**src/rtl/edo_pkg.sv**
```systemverilog
package edo_pkg;
  typedef enum logic [3:0] {
    S_IDLE, S_RSET, S_RACT, S_CSET, S_CLO, S_CHI, S_OPEN, S_PRE, S_REF
  } seq_state_t;

  function automatic int ps_to_cyc(input int ps, input int clk_ps);
    int c;
    c = (ps + clk_ps - 1) / clk_ps;
    return (c < 1) ? 1 : c;
  endfunction

  function automatic int imax(input int a, input int b);
    return (a > b) ? a : b;
  endfunction
endpackage

```
**src/rtl/edo_delay_timer.sv**
```systemverilog
module edo_delay_timer #(
  parameter int CNT_W = 4
) (
  input  logic             clk,
  input  logic             rst,
  input  logic             load,
  input  logic [CNT_W-1:0] load_val,
  output logic             done
);
  logic [CNT_W-1:0] cnt;

  always_ff @(posedge clk) begin
    if (rst)               cnt <= '0;
    else if (load)         cnt <= load_val;
    else if (cnt != '0)    cnt <= cnt - 1'b1;
  end

  assign done = (cnt == '0);
endmodule

```
**src/rtl/edo_ras_window.sv**
```systemverilog
module edo_ras_window #(
  parameter int MIN_CYC = 10,
  parameter int MAX_CYC = 20000,
  parameter int ACC_CYC = 5
) (
  input  logic clk,
  input  logic rst,
  input  logic ras_n,
  output logic min_met,
  output logic expire
);
  localparam int W       = $clog2(MAX_CYC + 2);
  localparam int MIN_LIM = MIN_CYC - 1;
  localparam int EXP_LIM = MAX_CYC - ACC_CYC - 2;

  logic [W-1:0] lo_cnt;

  always_ff @(posedge clk) begin
    if (rst || ras_n)                 lo_cnt <= '0;
    else if (lo_cnt != {W{1'b1}})     lo_cnt <= lo_cnt + 1'b1;
  end

  assign min_met = (lo_cnt >= W'(MIN_LIM));
  assign expire  = (lo_cnt >= W'(EXP_LIM));
endmodule

```
**src/rtl/edo_addr_split.sv**
```systemverilog
module edo_addr_split #(
  parameter int ROW_W = 11,
  parameter int COL_W = 11
) (
  input  logic [ROW_W+COL_W-1:0] addr,
  input  logic [ROW_W-1:0]       open_row,
  output logic [ROW_W-1:0]       row,
  output logic [COL_W-1:0]       col,
  output logic                   hit
);
  assign row = addr[ROW_W+COL_W-1:COL_W];
  assign col = addr[COL_W-1:0];
  assign hit = (row == open_row);
endmodule

```
**src/rtl/edo_page_ctrl.sv**
```systemverilog
module edo_page_ctrl
  import edo_pkg::*;
#(
  parameter int ROW_W    = 11,
  parameter int COL_W    = 11,
  parameter int DATA_W   = 4,
  parameter int CLK_PS   = 5000,
  parameter int TASR_PS  = 0,
  parameter int TRAH_PS  = 8000,
  parameter int TRCD_PS  = 11000,
  parameter int TASC_PS  = 0,
  parameter int TCAS_PS  = 8000,
  parameter int TCP_PS   = 8000,
  parameter int TRP_PS   = 30000,
  parameter int TRAS_PS  = 50000,
  parameter int TRC_PS   = 84000,
  parameter int TRASP_PS = 100000000
) (
  input  logic                    clk,
  input  logic                    rst,
  input  logic                    req_valid,
  output logic                    req_ready,
  input  logic                    req_write,
  input  logic [ROW_W+COL_W-1:0]  req_addr,
  input  logic [DATA_W-1:0]       req_wdata,
  output logic                    rd_valid,
  output logic [DATA_W-1:0]       rd_data,
  input  logic                    ref_req,
  output logic                    ref_gnt,
  output logic                    mem_ras_n,
  output logic                    mem_cas_n,
  output logic                    mem_we_n,
  output logic                    mem_oe_n,
  output logic [imax(ROW_W,COL_W)-1:0] mem_a,
  output logic [DATA_W-1:0]       mem_dq_o,
  output logic                    mem_dq_oe,
  input  logic [DATA_W-1:0]       mem_dq_i
);
  localparam int A_W     = imax(ROW_W, COL_W);
  localparam int ASR_C   = ps_to_cyc(TASR_PS, CLK_PS);
  localparam int RCD_C   = imax(ps_to_cyc(TRCD_PS, CLK_PS), ps_to_cyc(TRAH_PS, CLK_PS));
  localparam int ASC_C   = ps_to_cyc(TASC_PS, CLK_PS);
  localparam int CAS_C   = ps_to_cyc(TCAS_PS, CLK_PS);
  localparam int CP_C    = ps_to_cyc(TCP_PS, CLK_PS);
  localparam int RMIN_C  = ps_to_cyc(TRAS_PS, CLK_PS);
  localparam int RP_C    = imax(ps_to_cyc(TRP_PS, CLK_PS), ps_to_cyc(TRC_PS, CLK_PS) - RMIN_C);
  localparam int RMAX_C  = ps_to_cyc(TRASP_PS, CLK_PS);
  localparam int ACC_C   = ASC_C + CAS_C + CP_C;
  localparam int TMAX    = imax(imax(imax(ASR_C, RCD_C), imax(ASC_C, CAS_C)), imax(CP_C, RP_C));
  localparam int TMR_W   = $clog2(TMAX + 1);

  seq_state_t st, nxt;

  logic [ROW_W-1:0]  cur_row, q_row;
  logic [COL_W-1:0]  cur_col, q_col;
  logic              cur_wr, pend, q_hit;
  logic [DATA_W-1:0] cur_wd;
  logic              tload, tdone, accept;
  logic [TMR_W-1:0]  tval;
  logic              min_met, expire;

  edo_addr_split #(.ROW_W(ROW_W), .COL_W(COL_W)) u_split (
    .addr(req_addr), .open_row(cur_row), .row(q_row), .col(q_col), .hit(q_hit)
  );

  edo_delay_timer #(.CNT_W(TMR_W)) u_tmr (
    .clk(clk), .rst(rst), .load(tload), .load_val(tval), .done(tdone)
  );

  edo_ras_window #(.MIN_CYC(RMIN_C), .MAX_CYC(RMAX_C), .ACC_CYC(ACC_C)) u_win (
    .clk(clk), .rst(rst), .ras_n(mem_ras_n), .min_met(min_met), .expire(expire)
  );

  assign req_ready = ((st == S_IDLE) && !ref_req) ||
                     ((st == S_OPEN) && !pend && !ref_req && !expire);

  always_comb begin
    nxt    = st;
    tload  = 1'b0;
    tval   = '0;
    accept = 1'b0;
    case (st)
      S_IDLE: begin
        if (ref_req) nxt = S_REF;
        else if (req_valid) begin
          accept = 1'b1; nxt = S_RSET; tload = 1'b1; tval = TMR_W'(ASR_C - 1);
        end
      end
      S_RSET: if (tdone) begin nxt = S_RACT; tload = 1'b1; tval = TMR_W'(RCD_C - 1); end
      S_RACT: if (tdone) begin nxt = S_CSET; tload = 1'b1; tval = TMR_W'(ASC_C - 1); end
      S_CSET: if (tdone) begin nxt = S_CLO;  tload = 1'b1; tval = TMR_W'(CAS_C - 1); end
      S_CLO:  if (tdone) begin nxt = S_CHI;  tload = 1'b1; tval = TMR_W'(CP_C - 1);  end
      S_CHI:  if (tdone) nxt = S_OPEN;
      S_OPEN: begin
        if (pend || ref_req || expire) begin
          if (min_met) begin nxt = S_PRE; tload = 1'b1; tval = TMR_W'(RP_C - 1); end
        end else if (req_valid) begin
          accept = 1'b1;
          if (q_hit) begin nxt = S_CSET; tload = 1'b1; tval = TMR_W'(ASC_C - 1); end
        end
      end
      S_PRE: begin
        if (tdone) begin
          if (pend) begin nxt = S_RSET; tload = 1'b1; tval = TMR_W'(ASR_C - 1); end
          else nxt = S_IDLE;
        end
      end
      S_REF: if (!ref_req) nxt = S_IDLE;
      default: nxt = S_IDLE;
    endcase
  end

  always_ff @(posedge clk) begin
    if (rst) begin
      st        <= S_IDLE;
      cur_row   <= '0;
      cur_col   <= '0;
      cur_wr    <= 1'b0;
      cur_wd    <= '0;
      pend      <= 1'b0;
      mem_ras_n <= 1'b1;
      mem_cas_n <= 1'b1;
      mem_we_n  <= 1'b1;
      mem_oe_n  <= 1'b1;
      mem_dq_oe <= 1'b0;
      mem_dq_o  <= '0;
      mem_a     <= '0;
      rd_valid  <= 1'b0;
      rd_data   <= '0;
      ref_gnt   <= 1'b0;
    end else begin
      st       <= nxt;
      rd_valid <= 1'b0;
      if (accept) begin
        cur_row <= q_row;
        cur_col <= q_col;
        cur_wr  <= req_write;
        cur_wd  <= req_wdata;
        if (st == S_OPEN && !q_hit) pend <= 1'b1;
      end
      if (nxt != st) begin
        case (nxt)
          S_RSET: begin
            mem_a <= A_W'(accept ? q_row : cur_row);
            pend  <= 1'b0;
          end
          S_RACT: mem_ras_n <= 1'b0;
          S_CSET: begin
            mem_a     <= A_W'(accept ? q_col : cur_col);
            mem_we_n  <= accept ? !req_write : !cur_wr;
            mem_oe_n  <= accept ? req_write : cur_wr;
            mem_dq_oe <= accept ? req_write : cur_wr;
            mem_dq_o  <= accept ? req_wdata : cur_wd;
          end
          S_CLO:  mem_cas_n <= 1'b0;
          S_CHI:  mem_cas_n <= 1'b1;
          S_OPEN: begin
            if (!cur_wr) begin
              rd_valid <= 1'b1;
              rd_data  <= mem_dq_i;
            end
            mem_we_n  <= 1'b1;
            mem_oe_n  <= 1'b1;
            mem_dq_oe <= 1'b0;
          end
          S_PRE:  mem_ras_n <= 1'b1;
          S_REF:  ref_gnt   <= 1'b1;
          S_IDLE: ref_gnt   <= 1'b0;
          default: ;
        endcase
      end
    end
  end
endmodule

```
**config.mk**
```make
export PLATFORM = sky130hd
export DESIGN_NAME = edo_page_ctrl
export DESIGN_NICKNAME = d
export VERILOG_FILES = /design/src/rtl/edo_pkg.sv /design/src/rtl/edo_delay_timer.sv /design/src/rtl/edo_ras_window.sv /design/src/rtl/edo_addr_split.sv /design/src/rtl/edo_page_ctrl.sv
export SDC_FILE = /design/constraint.sdc
export NUM_CORES = 1
export LEC_CHECK = 0
export BUFFER_PORTS_ARGS = -buffer_cell sky130_fd_sc_hd__clkbuf_2
export CORE_ASPECT_RATIO = 1.4
export CORE_UTILIZATION = 56
export DETAILED_ROUTE_END_ITERATION = 8
export HOLD_SLACK_MARGIN = 0.12
export PLACE_DENSITY_LB_ADDON = 0.15
export SLEW_MARGIN = 30
export SYNTH_ARGS = -nofsm -noshare
export SYNTH_HDL_FRONTEND = slang
export SYNTH_SLANG_ARGS = --single-unit
```
**constraint.sdc**
```tcl
create_clock -name clk -period 3.8 [get_ports clk]
set_input_delay 0.76 -clock clk [delete_from_list [all_inputs] [get_ports clk]]
set_output_delay 0.76 -clock clk [all_outputs]
set_load 0.02 [all_outputs]
```
==> reports/results.tsv, run 1 <==
stage	metric	value	unit
outcome	status	finished clean	
floorplan	core-area	6570	um^2
placement	io_buffers	61	
clocking	root_buffer	clkbuf_8	
clocking	cts_setup_buffers	0	
sta	tightest_slew	1.01	ns
sta	fin_crit	3.45	ns
clocking	cts_resized	0	
drt	first_iter_violations	133	
clocking	clock_path_buffers	2	
finish	diodes	0	
critical_path	crit_type	flip-flop to primary output	
floorplan	fp.dieH	99.5	um
floorplan	row_count	35	
drt	first_pass_iters	4	
grt	antenna_found_initial	0	
synthesis	synthDistinctLibCells	61	
sta	setup_viol	0	
drt	wl_per_cell	14.7	um
clocking	cts.sinks	76	
grt	grt_max_degree	35	
floorplan	start_util	57.8	%
synthesis	ys_seq_elements	76	
synthesis	postSynthCellCount	428	
floorplan	die-width	71.6	um
sta	rsz0062_at_grt	no	
placement	dp_hpwl	5830	um
sta	slew_violations	0	
finish	final_net_count	521	
drt	ant_nets	0	
power_and_ir_drop	p_leak	1.60	nW
power_and_ir_drop	vdd_drop_max	286	uV
worst_hold_path	hp-class	flip-flop to flip-flop	
finish	finish.utilization	65.6	%
critical_path	required	3.04	ns
critical_path	ff2ff_setup_slack	0.41	ns
synthesis	ys_seq_area_share	40.1	%
critical_path	slowest_delay	0.44	ns
placement	gp_congestion	0.800	
critical_path	worstPathCellList	inv_1 > ha_1 > or4_4 > a311o_1 > a211oi_4 > a31o_1 > and2_1 > clkbuf_2	
finish	final_cell_mix	dfxtp_1 (76), nand2_1 (63), clkbuf_2 (61), nor2_1 (37), a21oi_1 (36)	
critical_path	worstPathMaxFanout	5	
synthesis	yosysWarnings	0	
clocking	worst_skew_pair.late_latency	0.36	ns
grt	grt_use_total	24.1	%
finish	final_common_cell	dfxtp_1	
critical_path	end_kind	primary output	
drt	routed_wirelength	8220	um
clocking	cts_buffers	9	
synthesis	netlist_area	3800	um^2
power_and_ir_drop	p_per_area	489	nW/um^2
synthesis	syn_nets	467	
sta	slew_headroom	32.5	%
sta	fin_setup_tns	0	ns
grt	gr-total-overflow	0	
synthesis	avgSynthCellArea	8.88	um^2
sta	finalHoldViolCount	0	
critical_path	worstPathArrival	2.69	ns
grt	grt_pass1_vias	3018	
grt	grt_pass1_wl	13500	um
drt	drc	0	
critical_path	start_kind	flip-flop	
finish	areaGrowthSynthToFinish	13.4	%
drt	avgViaCountPerCell	5.74	
drt	num_vias	3214	
flow_run	drv_cap	0	
floorplan	num_io_pins	62	
clocking	cts_tree	yes	
sta	final.period_utilization	90.9	%
clocking	path_clk_slew	0.08	ns
floorplan	dieArea	7120	um^2
sta	fin_worst_skew	0.00843	ns
clocking	holdBufCountCts	0	
finish	drive_above_1_share	22.8	%
sta	max_freq	289	MHz
critical_path	crit_slowest_cell	a311o_1	
clocking	h-tree-depth	3	
[state kept, by name, summed over array words and instances, names as in the netlist, 3 cells and up]
signal        cells
u_win.lo_cnt     15
cur_col          11
cur_row          11
mem_a            11
cur_wd            4
mem_dq_o          4
rd_data           4
st                4
u_tmr.cnt         3
[worst max-delay path: cells and delay by family, from the launching register on]
kind / cells / cell delay, ns
and+or+nand+nor: 2 / 0.55
adders and majority gates: 1 / 0.17
buffers and inverters: 2 / 0.23
AOI/OAI and AO/OA: 3 / 1.00
DFF: 1 / 0.40
[logic make-up (layout without fill, tap and decap cells)]
kind of cell / count (synthesis) / after routing / share of synthesized area [%]
AO/OA/AOI/OAI: 93 / 93 / 18.2
AND/OR/NAND/NOR: 166 / 166 / 21.8
XOR/XNOR: 26 / 26 / 5.99
adder cells (fa/ha/maj): 4 / 4 / 1.32
flip-flops: 76 / 76 / 40.1
multiplexers: 32 / 32 / 8.43
buffers and inverters: 31 / 89 / 4.18
[power by group]
part	total [mW]	switching, mW	internal, mW
Sequential	0.917	0.0565	0.861
Combinational	0.582	0.339	0.243
Clock	0.605	0.306	0.299
Total	2.10	0.702	1.40
[layer usage]
layer / global-route usage [%] / routed length (um)
met1: 27.8 / 3540
met2: 42.5 / 4220
met3: 4.66 / 260
met4: 11.2 / 206
met5: 0 / 0
[final timing paths]
kind,from,cells after the start,to
worst max-delay path,u_win.lo_cnt[1],8,req_ready
worst min-delay path,cur_col[3],2,cur_col[3]
worst max register to register,u_win.lo_cnt[1],10,mem_a[6]
worst min register to register,cur_col[3],2,cur_col[3]
[cell type report]
cell class                      count  area, um^2
Clock buffer                        9         124
Multi-Input combinational cell    321        2120
Fill cell                         559        2260
Inverter                            8        30.0
Tap cell                           74        92.6
Timing Repair Buffer               66         355
Clock inverter                      6        66.3
Sequential cell                    76        1520
[cells in the mapped netlist, drive strengths merged]
master | number | area, um^2
dfxtp | 76 | 1520
nand2 | 63 | 236
nor2 | 41 | 164
a21oi | 36 | 180
mux2i | 32 | 320
xnor2 | 18 | 158
o21ai | 17 | 108
nand3 | 14 | 75.1
clkbuf | 12 | 45.0
a2bb2oi | 11 | 96.3
buf | 11 | 83.8
nor3 | 9 | 56.3
a211oi | 8 | 87.6
inv | 8 | 30.0
xor2 | 8 | 70.1
nand4 | 7 | 58.8
and3 | 6 | 42.5
nor2b | 5 | 31.3
a31oi | 4 | 46.3
and2 | 4 | 27.5
ha | 4 | 50.1
a31o | 3 | 26.3
nand3b | 3 | 35.0
nor3b | 3 | 22.5
a22oi | 2 | 15.0
a311oi | 2 | 17.5
and4 | 2 | 17.5
nor4 | 2 | 12.5
or2 | 2 | 12.5
or3 | 2 | 12.5
or4 | 2 | 18.8
a2111oi | 1 | 27.5
a21o | 1 | 7.51
a22o | 1 | 8.76
a311o | 1 | 10.0
a32o | 1 | 10.0
a32oi | 1 | 8.76
nand2b | 1 | 6.26
o21ba | 1 | 10.0
o22a | 1 | 8.76
o22ai | 1 | 6.26
o311ai | 1 | 16.3
[through the flow]
stage                     power, mW  cell area (um^2)  hold WS [ns]  setup WS, ns  std cells
final                          2.10              4310         0.459         0.346        560
after global placement         1.51              4120         0.442         0.537        545
after global routing           2.22              4310         0.478         0.191        560
after CTS                      2.12              4310         0.460         0.323        560
after floorplan                1.38              3800         0.436         0.869        428
after detailed placement       1.51              4120         0.449         0.433        545
(Power assumes the default switching activity.)
==> run 2: changes to the inputs <==
Settings changed: CELL_PAD_IN_SITES_DETAIL_PLACEMENT set to 1, CELL_PAD_IN_SITES_GLOBAL_PLACEMENT set to 2, CORE_UTILIZATION 56 to 34.
==> run 2 against run 1 <==
Net effect:
- combinational power rose by 3%
- sequential power rose by 0.4%
- first-iteration DRC count fell by 47%
- utilization fell by 24 points
- die area rose by 63%
- clock power rose by 39%
- routed wire length rose by 19%
==> reports/results.tsv, run 2 (synthesized netlist as in run 1, its figures left out) <==
stage	metric	value	unit	change
drt	first_iter_violations	71		-47%
power_and_ir_drop	vdd_drop_max	246	uV	-14%
drt	avgViaCountPerCell	5.14		-10%
placement	io_buffers	61		unchanged
power_and_ir_drop	p_leak	1.65	nW	+3.5%
sta	fin_crit	3.46	ns	+0.00477 ns
clocking	cts_setup_buffers	0		unchanged
grt	grt_pass1_vias	3469		+15%
flow_run	drv_cap	0		unchanged
placement	dp_hpwl	7110	um	+22%
power_and_ir_drop	p_per_area	525	nW/um^2	+7.4%
clocking	cts_buffers	9		unchanged
finish	drive_above_1_share	23.0	%	+0.11 points
sta	fin_worst_skew	0.00494	ns	-0.00349 ns
clocking	clock_path_buffers	2		unchanged
finish	top_register	u_win.lo_cnt		
critical_path	worstPathMaxFanout	5		unchanged
drt	first_pass_iters	4		unchanged
clocking	holdBufCountCts	0		unchanged
floorplan	num_io_pins	62		unchanged
sta	tightest_slew	0.718	ns	-0.295 ns
worst_hold_path	hp-class	flip-flop to flip-flop		
sta	slew_headroom	51.8	%	+19 points
placement	dpl_cell_area	4210	um^2	+2.2%
clocking	cts.sinks	76		unchanged
grt	gr-total-overflow	0		unchanged
sta	finalHoldViolCount	0		unchanged
floorplan	row_count	45		+29%
grt	grt_use_total	18.3	%	-5.8 points
finish	diodes	0		unchanged
critical_path	start_kind	flip-flop		
finish	largest_register_ffs	15		unchanged
critical_path	worstPathCellList	inv_1 > ha_1 > or4_4 > a311o_1 > a211oi_4 > a31o_1 > and2_1 > clkbuf_2		
finish	fin_area	4500	um^2	+4.4%
critical_path	required	3.04	ns	about the same
outcome	status	finished clean		
critical_path	crit_slowest_cell	a311o_1		
floorplan	dieArea	11600	um^2	+63%
critical_path	worstPathArrival	2.70	ns	about the same
sta	final.period_utilization	91.0	%	+0.13 points
finish	fillers	1309		+130%
floorplan	start_util	35.0	%	-23 points
clocking	root_buffer	clkbuf_16		
critical_path	slowest_delay	0.45	ns	about the same
finish	final_common_cell	dfxtp_1		
sta	slew_violations	0		unchanged
clocking	worst_skew_pair.late_latency	0.33	ns	-0.03 ns
clocking	h-tree-depth	3		unchanged
floorplan	die-width	91.3	um	+28%
clocking	cts_resized	0		unchanged
clocking	cts_tree	yes		
drt	drc	0		unchanged
critical_path	crit_type	flip-flop to primary output		
finish	final_net_count	522		+0.19%
floorplan	core-area	10900	um^2	+65%
sta	rsz0062_at_grt	no		
grt	grt_pass1_wl	16800	um	+24%
drt	wl_per_cell	15.6	um	+6.0%
drt	ant_nets	0		unchanged
grt	grt_max_degree	24		-31%
grt	antenna_found_initial	0		unchanged
floorplan	fp.dieH	127	um	+28%
drt	routed_wirelength	9790	um	+19%
sta	max_freq	289	MHz	-0.14%
placement	gp_congestion	0.727		-9.1%
drt	num_vias	3234		+0.62%
finish	final_cell_mix	dfxtp_1 (76), nand2_1 (63), clkbuf_2 (61), nor2_1 (37), a21oi_1 (35)		
finish	areaGrowthSynthToFinish	18.4	%	
clocking	path_clk_slew	0.06	ns	-0.02 ns
sta	fin_setup_tns	0	ns	unchanged
sta	setup_viol	0		unchanged
critical_path	end_kind	primary output		
run 2: layout make-up:
class                           count  area, um^2  area share (%)
Inverter                            8        30.0           0.668
Multi-Input combinational cell    321        2120            47.2
Tap cell                          141         176            3.92
Clock inverter                      5        52.6            1.17
Clock buffer                       11         233            5.17
Timing Repair Buffer               67         363            8.07
Sequential cell                    76        1520            33.8
run 2: worst max-delay path, delay by kind of cell, from the launching register on:
kind / cells / cell delay, ns
AO/OA/AOI/OAI: 3 / 1.01
AND/OR/NAND/NOR: 2 / 0.56
flip-flops: 1 / 0.39
buffers and inverters: 2 / 0.24
adder cells (fa/ha/maj): 1 / 0.18
run 2: path summary, 6_finish.rpt:
kind / start / endpoint / slack, ns / depth (start not counted)
max: u_win.lo_cnt[1] / req_ready / 0.34 / 8
min: cur_col[7] / cur_col[7] / 0.46 / 2
max reg2reg: u_win.lo_cnt[1] / mem_dq_oe / 0.49 / 10
min reg2reg: cur_col[7] / cur_col[7] / 0.46 / 2
run 2: per-stage QoR:
stage	setup WS, ns	util (%)	hold WS (ns)	cells	power [mW]
after global placement	0.466	38.7	0.444	613	1.53
after floorplan	0.869	-	0.436	428	1.38
after global routing	0.131	41.4	0.480	629	2.50
after detailed placement	0.361	38.7	0.448	613	1.54
final	0.341	41.4	0.460	629	2.36
after CTS	0.305	41.4	0.460	629	2.39
run 2: routing by layer:
metal / GRT usage, % / wire [um] / vias to the layer above / share of wire [%]
li1: - / - / 1613 / -
met1: 20.8 / 4220 / 1574 / 43
met2: 33.4 / 5160 / 40 / 53
met3: 4.11 / 284 / 7 / 2.9
met4: 6.82 / 128 / 0 / 1.3
met5: 0 / 0 / - / 0
run 2: where the power goes:
group / total, mW / internal (mW) / switching [mW] / leakage [nW]
Combinational: 0.601 / 0.244 / 0.357 / 0.899
Sequential: 0.921 / 0.862 / 0.0593 / 0.616
Clock: 0.838 / 0.505 / 0.333 / 0.139
Total: 2.36 / 1.61 / 0.749 / 1.65
